$ cat config.mk
export PLATFORM = sky130hd
export DESIGN_NAME = pcx_top
export DESIGN_NICKNAME = d
export VERILOG_FILES = /design/src/rtl/pcx_pkg.sv /design/src/rtl/pcx_sel_enc.sv /design/src/rtl/pcx_addr_pack.sv /design/src/rtl/pcx_ctrl.sv /design/src/rtl/pcx_top.sv
export SDC_FILE = /design/constraint.sdc
export NUM_CORES = 1
export LEC_CHECK = 0
export ABC_AREA = 1
export BUFFER_PORTS_ARGS = -buffer_cell sky130_fd_sc_hd__buf_2
export CAP_MARGIN = 20
export CORE_MARGIN = 4
export CORE_UTILIZATION = 40
export DETAILED_ROUTE_END_ITERATION = 10
export PLACE_DENSITY = 0.79
export SLEW_MARGIN = 20
export SYNTH_ARGS = -nofsm -noshare
export SYNTH_HDL_FRONTEND = slang
export SYNTH_SLANG_ARGS = --single-unit
$ cat constraint.sdc
create_clock -name clk -period 1.4 [get_ports clk]
set_input_delay 0.14 -clock clk [delete_from_list [all_inputs] [get_ports clk]]
set_output_delay 0.14 -clock clk [all_outputs]
set_load 0.01 [all_outputs]
$ cat src/rtl/pcx_pkg.sv
// Shared types and helpers for the configuration address translator.
package pcx_pkg;
    localparam int CFG_W = 32;
    localparam int SEL_LO = 11;
    localparam int SEL_W = CFG_W - SEL_LO;

    typedef enum logic [1:0] {
        ST_IDLE  = 2'd0,
        ST_ISSUE = 2'd1,
        ST_RESP  = 2'd2
    } pcx_state_e;

    // All-ones read pattern for a given access size code.
    function automatic logic [CFG_W-1:0] ones_for_size(input logic [1:0] sz);
        case (sz)
            2'd0:    ones_for_size = 32'h0000_00FF;
            2'd1:    ones_for_size = 32'h0000_FFFF;
            default: ones_for_size = 32'hFFFF_FFFF;
        endcase
    endfunction
endpackage

$ cat src/rtl/pcx_sel_enc.sv
// Lowest-set-bit encoder for the device-select field.
// Assumes W <= 2**IW; output idx is 0 when the field is empty.
module pcx_sel_enc #(
    parameter int W  = 21,
    parameter int IW = $clog2(W)
) (
    input  logic [W-1:0]  sel,
    output logic [IW-1:0] idx,
    output logic          none
);
    // Scan from the top so the lowest set bit wins.
    always_comb begin
        idx = '0;
        for (int i = W - 1; i >= 0; i--) begin
            if (sel[i]) idx = i[IW-1:0];
        end
    end

    // Empty-field detect.
    assign none = ~|sel;

    // Encoder result points at a set bit.
    always_comb begin
        if (!none) begin
            AST_ENC_HIT: assert (sel[idx]);
        end
    end
endmodule

$ cat src/rtl/pcx_addr_pack.sv
// Forms the configuration address and packs the outgoing type-0 address.
// Purely combinational; assumes map_cfg and bus_num are stable per request.
module pcx_addr_pack
    import pcx_pkg::*;
#(
    parameter int BUS_W = 8,
    parameter int OFF_W = 16,
    localparam int DEV_W = $clog2(SEL_W)
) (
    input  logic [OFF_W:0]     map_cfg,
    input  logic [OFF_W-1:0]   cpu_addr,
    input  logic [BUS_W-1:0]   bus_num,
    output logic [CFG_W-1:0]   pkt_addr,
    output logic [1:0]         lane,
    output logic               unsup,
    output logic               sel_empty
);
    logic [CFG_W-1:0] cfg;
    logic [DEV_W-1:0] dev;

    // Join the mapping register with the window offset.
    assign cfg = {map_cfg[OFF_W-1:0], cpu_addr};

    pcx_sel_enc #(.W(SEL_W), .IW(DEV_W)) u_enc (
        .sel  (cfg[CFG_W-1:SEL_LO]),
        .idx  (dev),
        .none (sel_empty)
    );

    // Enable bit, reserved zeros, bus, device, function, register, dword aligned.
    assign pkt_addr = {1'b1, {(CFG_W-1-BUS_W-16){1'b0}}, bus_num, dev,
                       cfg[10:8], cfg[7:2], 2'b00};
    // Byte offset within the dword.
    assign lane  = cfg[1:0];
    // Type-0 form disabled by the mapping register.
    assign unsup = map_cfg[OFF_W];
endmodule

$ cat src/rtl/pcx_ctrl.sv
// Transaction sequencer: captures one CPU request, forwards or answers it,
// then pulses cpu_ready. Assumes the CPU holds cpu_valid until cpu_ready.
module pcx_ctrl
    import pcx_pkg::*;
(
    input  logic             clk,
    input  logic             rst_n,
    input  logic             cpu_valid,
    input  logic             cpu_write,
    input  logic [1:0]       cpu_size,
    input  logic [CFG_W-1:0] cpu_wdata,
    output logic             cpu_ready,
    output logic [CFG_W-1:0] cpu_rdata,
    input  logic [CFG_W-1:0] pkt_addr,
    input  logic [1:0]       lane,
    input  logic             unsup,
    input  logic             sel_empty,
    input  logic             err_clr,
    output logic             err_flag,
    output logic             abort_clr,
    output logic             dn_valid,
    input  logic             dn_ack,
    output logic             dn_write,
    output logic [1:0]       dn_size,
    output logic [CFG_W-1:0] dn_addr,
    output logic [1:0]       dn_lane,
    output logic [CFG_W-1:0] dn_wdata,
    input  logic [CFG_W-1:0] dn_rdata
);
    pcx_state_e state;
    logic       take;
    logic       reject;

    assign take   = (state == ST_IDLE) && cpu_valid;
    assign reject = unsup | sel_empty;

    // Sequencer state and request capture.
    always_ff @(posedge clk) begin
        if (!rst_n) begin
            state     <= ST_IDLE;
            dn_addr   <= '0;
            dn_write  <= 1'b0;
            dn_size   <= '0;
            dn_wdata  <= '0;
            dn_lane   <= '0;
            cpu_rdata <= '0;
        end else begin
            case (state)
                ST_IDLE: begin
                    if (cpu_valid) begin
                        dn_addr  <= pkt_addr;
                        dn_write <= cpu_write;
                        dn_size  <= cpu_size;
                        dn_wdata <= cpu_wdata;
                        dn_lane  <= lane;
                        if (reject) begin
                            cpu_rdata <= cpu_write ? '0 : ones_for_size(cpu_size);
                            state     <= ST_RESP;
                        end else begin
                            state <= ST_ISSUE;
                        end
                    end
                end
                ST_ISSUE: begin
                    if (dn_ack) begin
                        cpu_rdata <= dn_write ? '0 : dn_rdata;
                        state     <= ST_RESP;
                    end
                end
                default: state <= ST_IDLE;
            endcase
        end
    end

    // Abort-status clear pulse, aligned with the completion of a forwarded access.
    always_ff @(posedge clk) begin
        if (!rst_n) abort_clr <= 1'b0;
        else        abort_clr <= (state == ST_ISSUE) && dn_ack;
    end

    // Sticky error flag; a new error wins over a clear.
    always_ff @(posedge clk) begin
        if (!rst_n)                            err_flag <= 1'b0;
        else if (take && !unsup && sel_empty)  err_flag <= 1'b1;
        else if (err_clr)                      err_flag <= 1'b0;
    end

    assign dn_valid  = (state == ST_ISSUE);
    assign cpu_ready = (state == ST_RESP);

    AST_DN_HOLD: assert property (@(posedge clk) disable iff (!rst_n)
        dn_valid && !dn_ack |=> dn_valid && $stable(dn_addr) && $stable(dn_wdata));
    AST_READY_PULSE: assert property (@(posedge clk) disable iff (!rst_n)
        cpu_ready |=> !cpu_ready);
    AST_ONE_OUTSTANDING: assert property (@(posedge clk) disable iff (!rst_n)
        !(dn_valid && cpu_ready));
    AST_CLR_AT_DONE: assert property (@(posedge clk) disable iff (!rst_n)
        abort_clr |-> cpu_ready);
    AST_ERR_STICKY: assert property (@(posedge clk) disable iff (!rst_n)
        err_flag && !err_clr |=> err_flag);
    AST_DN_ENABLE: assert property (@(posedge clk) disable iff (!rst_n)
        dn_valid |-> dn_addr[31]);
endmodule

$ cat src/rtl/pcx_top.sv
// Configuration address translator top: packing logic plus sequencer.
// Assumes bus_num and map_cfg are static while a request is taken.
module pcx_top
    import pcx_pkg::*;
#(
    parameter int BUS_W = 8,
    parameter int OFF_W = 16
) (
    input  logic             clk,
    input  logic             rst_n,
    input  logic             cpu_valid,
    output logic             cpu_ready,
    input  logic             cpu_write,
    input  logic [1:0]       cpu_size,
    input  logic [OFF_W-1:0] cpu_addr,
    input  logic [CFG_W-1:0] cpu_wdata,
    output logic [CFG_W-1:0] cpu_rdata,
    input  logic [OFF_W:0]   map_cfg,
    input  logic [BUS_W-1:0] bus_num,
    input  logic             err_clr,
    output logic             err_flag,
    output logic             abort_clr,
    output logic             dn_valid,
    input  logic             dn_ack,
    output logic             dn_write,
    output logic [1:0]       dn_size,
    output logic [CFG_W-1:0] dn_addr,
    output logic [1:0]       dn_lane,
    output logic [CFG_W-1:0] dn_wdata,
    input  logic [CFG_W-1:0] dn_rdata
);
    logic [CFG_W-1:0] pkt_addr;
    logic [1:0]       lane;
    logic             unsup;
    logic             sel_empty;

    pcx_addr_pack #(.BUS_W(BUS_W), .OFF_W(OFF_W)) u_pack (
        .map_cfg   (map_cfg),
        .cpu_addr  (cpu_addr),
        .bus_num   (bus_num),
        .pkt_addr  (pkt_addr),
        .lane      (lane),
        .unsup     (unsup),
        .sel_empty (sel_empty)
    );

    pcx_ctrl u_ctrl (
        .clk       (clk),
        .rst_n     (rst_n),
        .cpu_valid (cpu_valid),
        .cpu_write (cpu_write),
        .cpu_size  (cpu_size),
        .cpu_wdata (cpu_wdata),
        .cpu_ready (cpu_ready),
        .cpu_rdata (cpu_rdata),
        .pkt_addr  (pkt_addr),
        .lane      (lane),
        .unsup     (unsup),
        .sel_empty (sel_empty),
        .err_clr   (err_clr),
        .err_flag  (err_flag),
        .abort_clr (abort_clr),
        .dn_valid  (dn_valid),
        .dn_ack    (dn_ack),
        .dn_write  (dn_write),
        .dn_size   (dn_size),
        .dn_addr   (dn_addr),
        .dn_lane   (dn_lane),
        .dn_wdata  (dn_wdata),
        .dn_rdata  (dn_rdata)
    );

    AST_REJECT_NO_DN: assert property (@(posedge clk) disable iff (!rst_n)
        $rose(err_flag) |-> !dn_valid);
endmodule

==> results.md <==
* Synthesis-to-layout area growth at 40.6%
* Post-synth EDFFs at 0
* Max-Cap Viols at 0
* Final count of pins violating max slew at 0
* Antenna diode count at 0
* Most area-hungry cell type in the Yosys netlist: sky130_fd_sc_hd__dfxtp_1
* Overall die height at 106 um
* Total global-route track usage at 20.4%
* I/O pin total at 218
* Max IR drop VDD at 0.627 mV
* Cell type of the slowest stage on the worst timing path: sky130_fd_sc_hd__dfxtp_2
* Yosys warning count at 0
* Routed wire length at 11700 um
* Via density at 4.86
* Crit path DAT at 1580 ps
* Number of DRC violations after detailed routing at 0
* Sum of net half-perimeters after detailed placement at 8470 um
* Commonest cells in the netlist: sky130_fd_sc_hd__nor2_1, sky130_fd_sc_hd__dfxtp_1, sky130_fd_sc_hd__nand2_1
* # hold bufs at CTS at 0
* Fraction of post-synthesis cell area in the top cell type by area at 50.2%
* Netlist Area Pre-Place at 3830 um^2
* Source-to-sink clock delay at the later pin of the worst-skew pair at 340 ps
* Initial antenna violation count at 0
* Crit-path max cell delay at 380 ps
* Power density cells at 1170 nW/um^2
* Overall Power at 0.00628 W
* Hold Slack at 34.1 ps
* Data required, critical path at 1640 ps
* Number of global-route vias before repair at 4127
* Sequential area share after synthesis at 50.2%
* Top FF cell, synth: sky130_fd_sc_hd__dfxtp_1
* Cell breakdown of the critical path: nor2_2, nand2_2, o21ai_4, nand2_8, clkinv_8, o21ai_1, a21oi_1
* Weighted congestion reported at the end of routability-driven placement at 0.845
* Vias after detailed routing at 4148
* Critical Path End Type: flop
* Number of levels in the clock H-tree at 3
* GRT Residual Overflow at 0
* Syn_area_per_cell at 7.56 um^2
* Starting utilization of the core area at 41.3%
* Area enclosed by the die boundary at 11200 um^2
* CP Class: reg2reg
* Worst-path clk slew at 100 ps
* Crit path max fanout at 8
* Post-Synthesis Cells at 507
* Most numerous cell in the Yosys netlist: sky130_fd_sc_hd__nor2_1
* Period utilization at 96.0%
* Hold WC Path Type: in2reg
* NumNets Final at 832
* Max Freq at 744 MHz
* Length of the first detailed-routing pass in iterations at 4
* Maximum number of buffers from clock root to sink at 2
* Status: complete, no violations
* Setup repair after global routing missed its margin: true
* Initial DRC Count at 209
* Total core area at 9280 um^2
* Fraction of layout instances using a drive strength above 1 at 37.7%
* Final setup violating endpoints at 0
* TritonCTS Sinks at 96
* Fin Clk Skew at 5.71 ps
* Clock Root Buffer: sky130_fd_sc_hd__clkbuf_8
* Buffers added on ports at 208
* Width of the die at 106 um
* Endpoints failing hold at 0
* #FFs+latches synth at 96
* Clock buffer count from CTS at 9
* Most area-consuming cells after synthesis: sky130_fd_sc_hd__dfxtp_1, sky130_fd_sc_hd__nor2_1, sky130_fd_sc_hd__o21ai_0, sky130_fd_sc_hd__nand2_1, sky130_fd_sc_hd__o21ai_1
* Final routed wire length divided by cell count at 13.7 um
* CTS tree: yes
* Critical path startpoint category: flop
* Number of standard-cell rows in the floorplan at 35
* Fraction of registers with async set or reset after synthesis at 0%
* Leak Pwr at 2.69 nW
* Number of antenna-violating nets in the routed design at 0
* Shortest period the worst path allows at 1340 ps
* Largest net degree at the start of global routing at 53
* First-pass GRT wire length at 18900 um
* Distinct cell type count after synthesis at 29
stage by stage:
stage	util, %	setup TNS [ps]	cells	area (um^2)	setup WS [ps]
2_1_floorplan	-	0	515	3870	27.2
3_3_place_gp	54.3	-4740	828	5040	-172
3_5_place_dp	54.3	-7650	828	5040	-276
4_1_cts	57.6	0	851	5350	14.3
5_1_grt	58.0	-483	853	5390	-48.4
6_report	58.0	0	853	5390	56.4
state kept, by name, indices dropped and copies added, names as in the netlist:
name	cells
u_ctrl.state	2
u_ctrl.dn_wdata	32
u_ctrl.dn_addr	23
u_ctrl.dn_size	2
u_ctrl.dn_lane	2
u_ctrl.abort_clr	1
u_ctrl.dn_write	1
u_ctrl.cpu_rdata	32
u_ctrl.err_flag	1
metal layers:
layer,share of wire [%],GRT usage (%),vias up
met5,0,0,-
met4,2.2,7.77,0
met3,9.0,5.51,23
met2,49,36.0,195
met1,39,23.4,1872
li1,-,-,2058
layout by cell type (no fill, tap or decap), types with 2 or more instances in the layout:
master and n:
sky130_fd_sc_hd__clkinvlp_4 4, sky130_fd_sc_hd__dfxtp_1 94, sky130_fd_sc_hd__nand2_2 2, sky130_fd_sc_hd__nor2_4 2, sky130_fd_sc_hd__buf_2 208, sky130_fd_sc_hd__inv_1 24, sky130_fd_sc_hd__a21oi_1 23, sky130_fd_sc_hd__nor2_1 119
sky130_fd_sc_hd__clkbuf_8 9, sky130_fd_sc_hd__nor2_2 8, sky130_fd_sc_hd__inv_2 2, sky130_fd_sc_hd__buf_12 5, sky130_fd_sc_hd__conb_1 9, sky130_fd_sc_hd__a31oi_1 24, sky130_fd_sc_hd__clkinv_8 2, sky130_fd_sc_hd__nand4_1 2
sky130_fd_sc_hd__o21ai_0 56, sky130_fd_sc_hd__nand2_1 60, sky130_fd_sc_hd__buf_4 16, sky130_fd_sc_hd__nand3_1 3, sky130_fd_sc_hd__o21ai_1 31
final timing paths:
kind / cells past startpoint / slack (ps) / end / start
min reg2reg: 2 / 470 / u_ctrl.dn_addr[14] / u_ctrl.dn_addr[14]
max reg2reg: 7 / 60 / u_ctrl.cpu_rdata[0] / u_ctrl.state[1]
max: 7 / 60 / u_ctrl.cpu_rdata[0] / u_ctrl.state[1]
min: 3 / 30 / u_ctrl.dn_wdata[25] / cpu_wdata[25]
kinds of logic (layout without fill, tap and decap cells):
logic type / after synthesis / in the layout / share of synthesized area, %
AND/OR/NAND/NOR: 203 / 203 / 21.8
buffers and inverters: 69 / 278 / 8.95
other: 1 / 9 / 0.0979
AO/OA/AOI/OAI: 138 / 138 / 19.0
flip-flops: 96 / 96 / 50.2
worst max-delay path: cells and delay by family, from the launching register on:
kind,cells,cell delay [ps]
buf+inv,1,110
simple gates,3,420
flops,1,380
compound gates,3,310
where the power goes:
group | internal (W) | total (W) | switching (W)
combinational | 0.000563 | 0.00136 | 0.000793
clock | 0.000834 | 0.00182 | 0.000983
sequential | 0.00298 | 0.00311 | 0.000127
total | 0.00438 | 0.00628 | 0.00190
final cells by class:
type / instances / area, um^2
Fill cell: 875 / 3900
Sequential cell: 96 / 1930
Multi-Input combinational cell: 350 / 1640
Timing Repair Buffer: 229 / 1260
Tap cell: 129 / 161
Inverter: 29 / 138
Clock buffer: 10 / 128
Clock inverter: 6 / 68.8
Timing Repair inverter: 4 / 60.1
what timing repair did:
action                     CTS  global route
hold endpoints to repair     0             0
pin swaps                    4             4
setup endpoints to repair   32            41
gates resized for setup      6             8
setup buffers                3             2
cloned                       4             0
No activity file was read; power rests on OpenSTA's default activity.
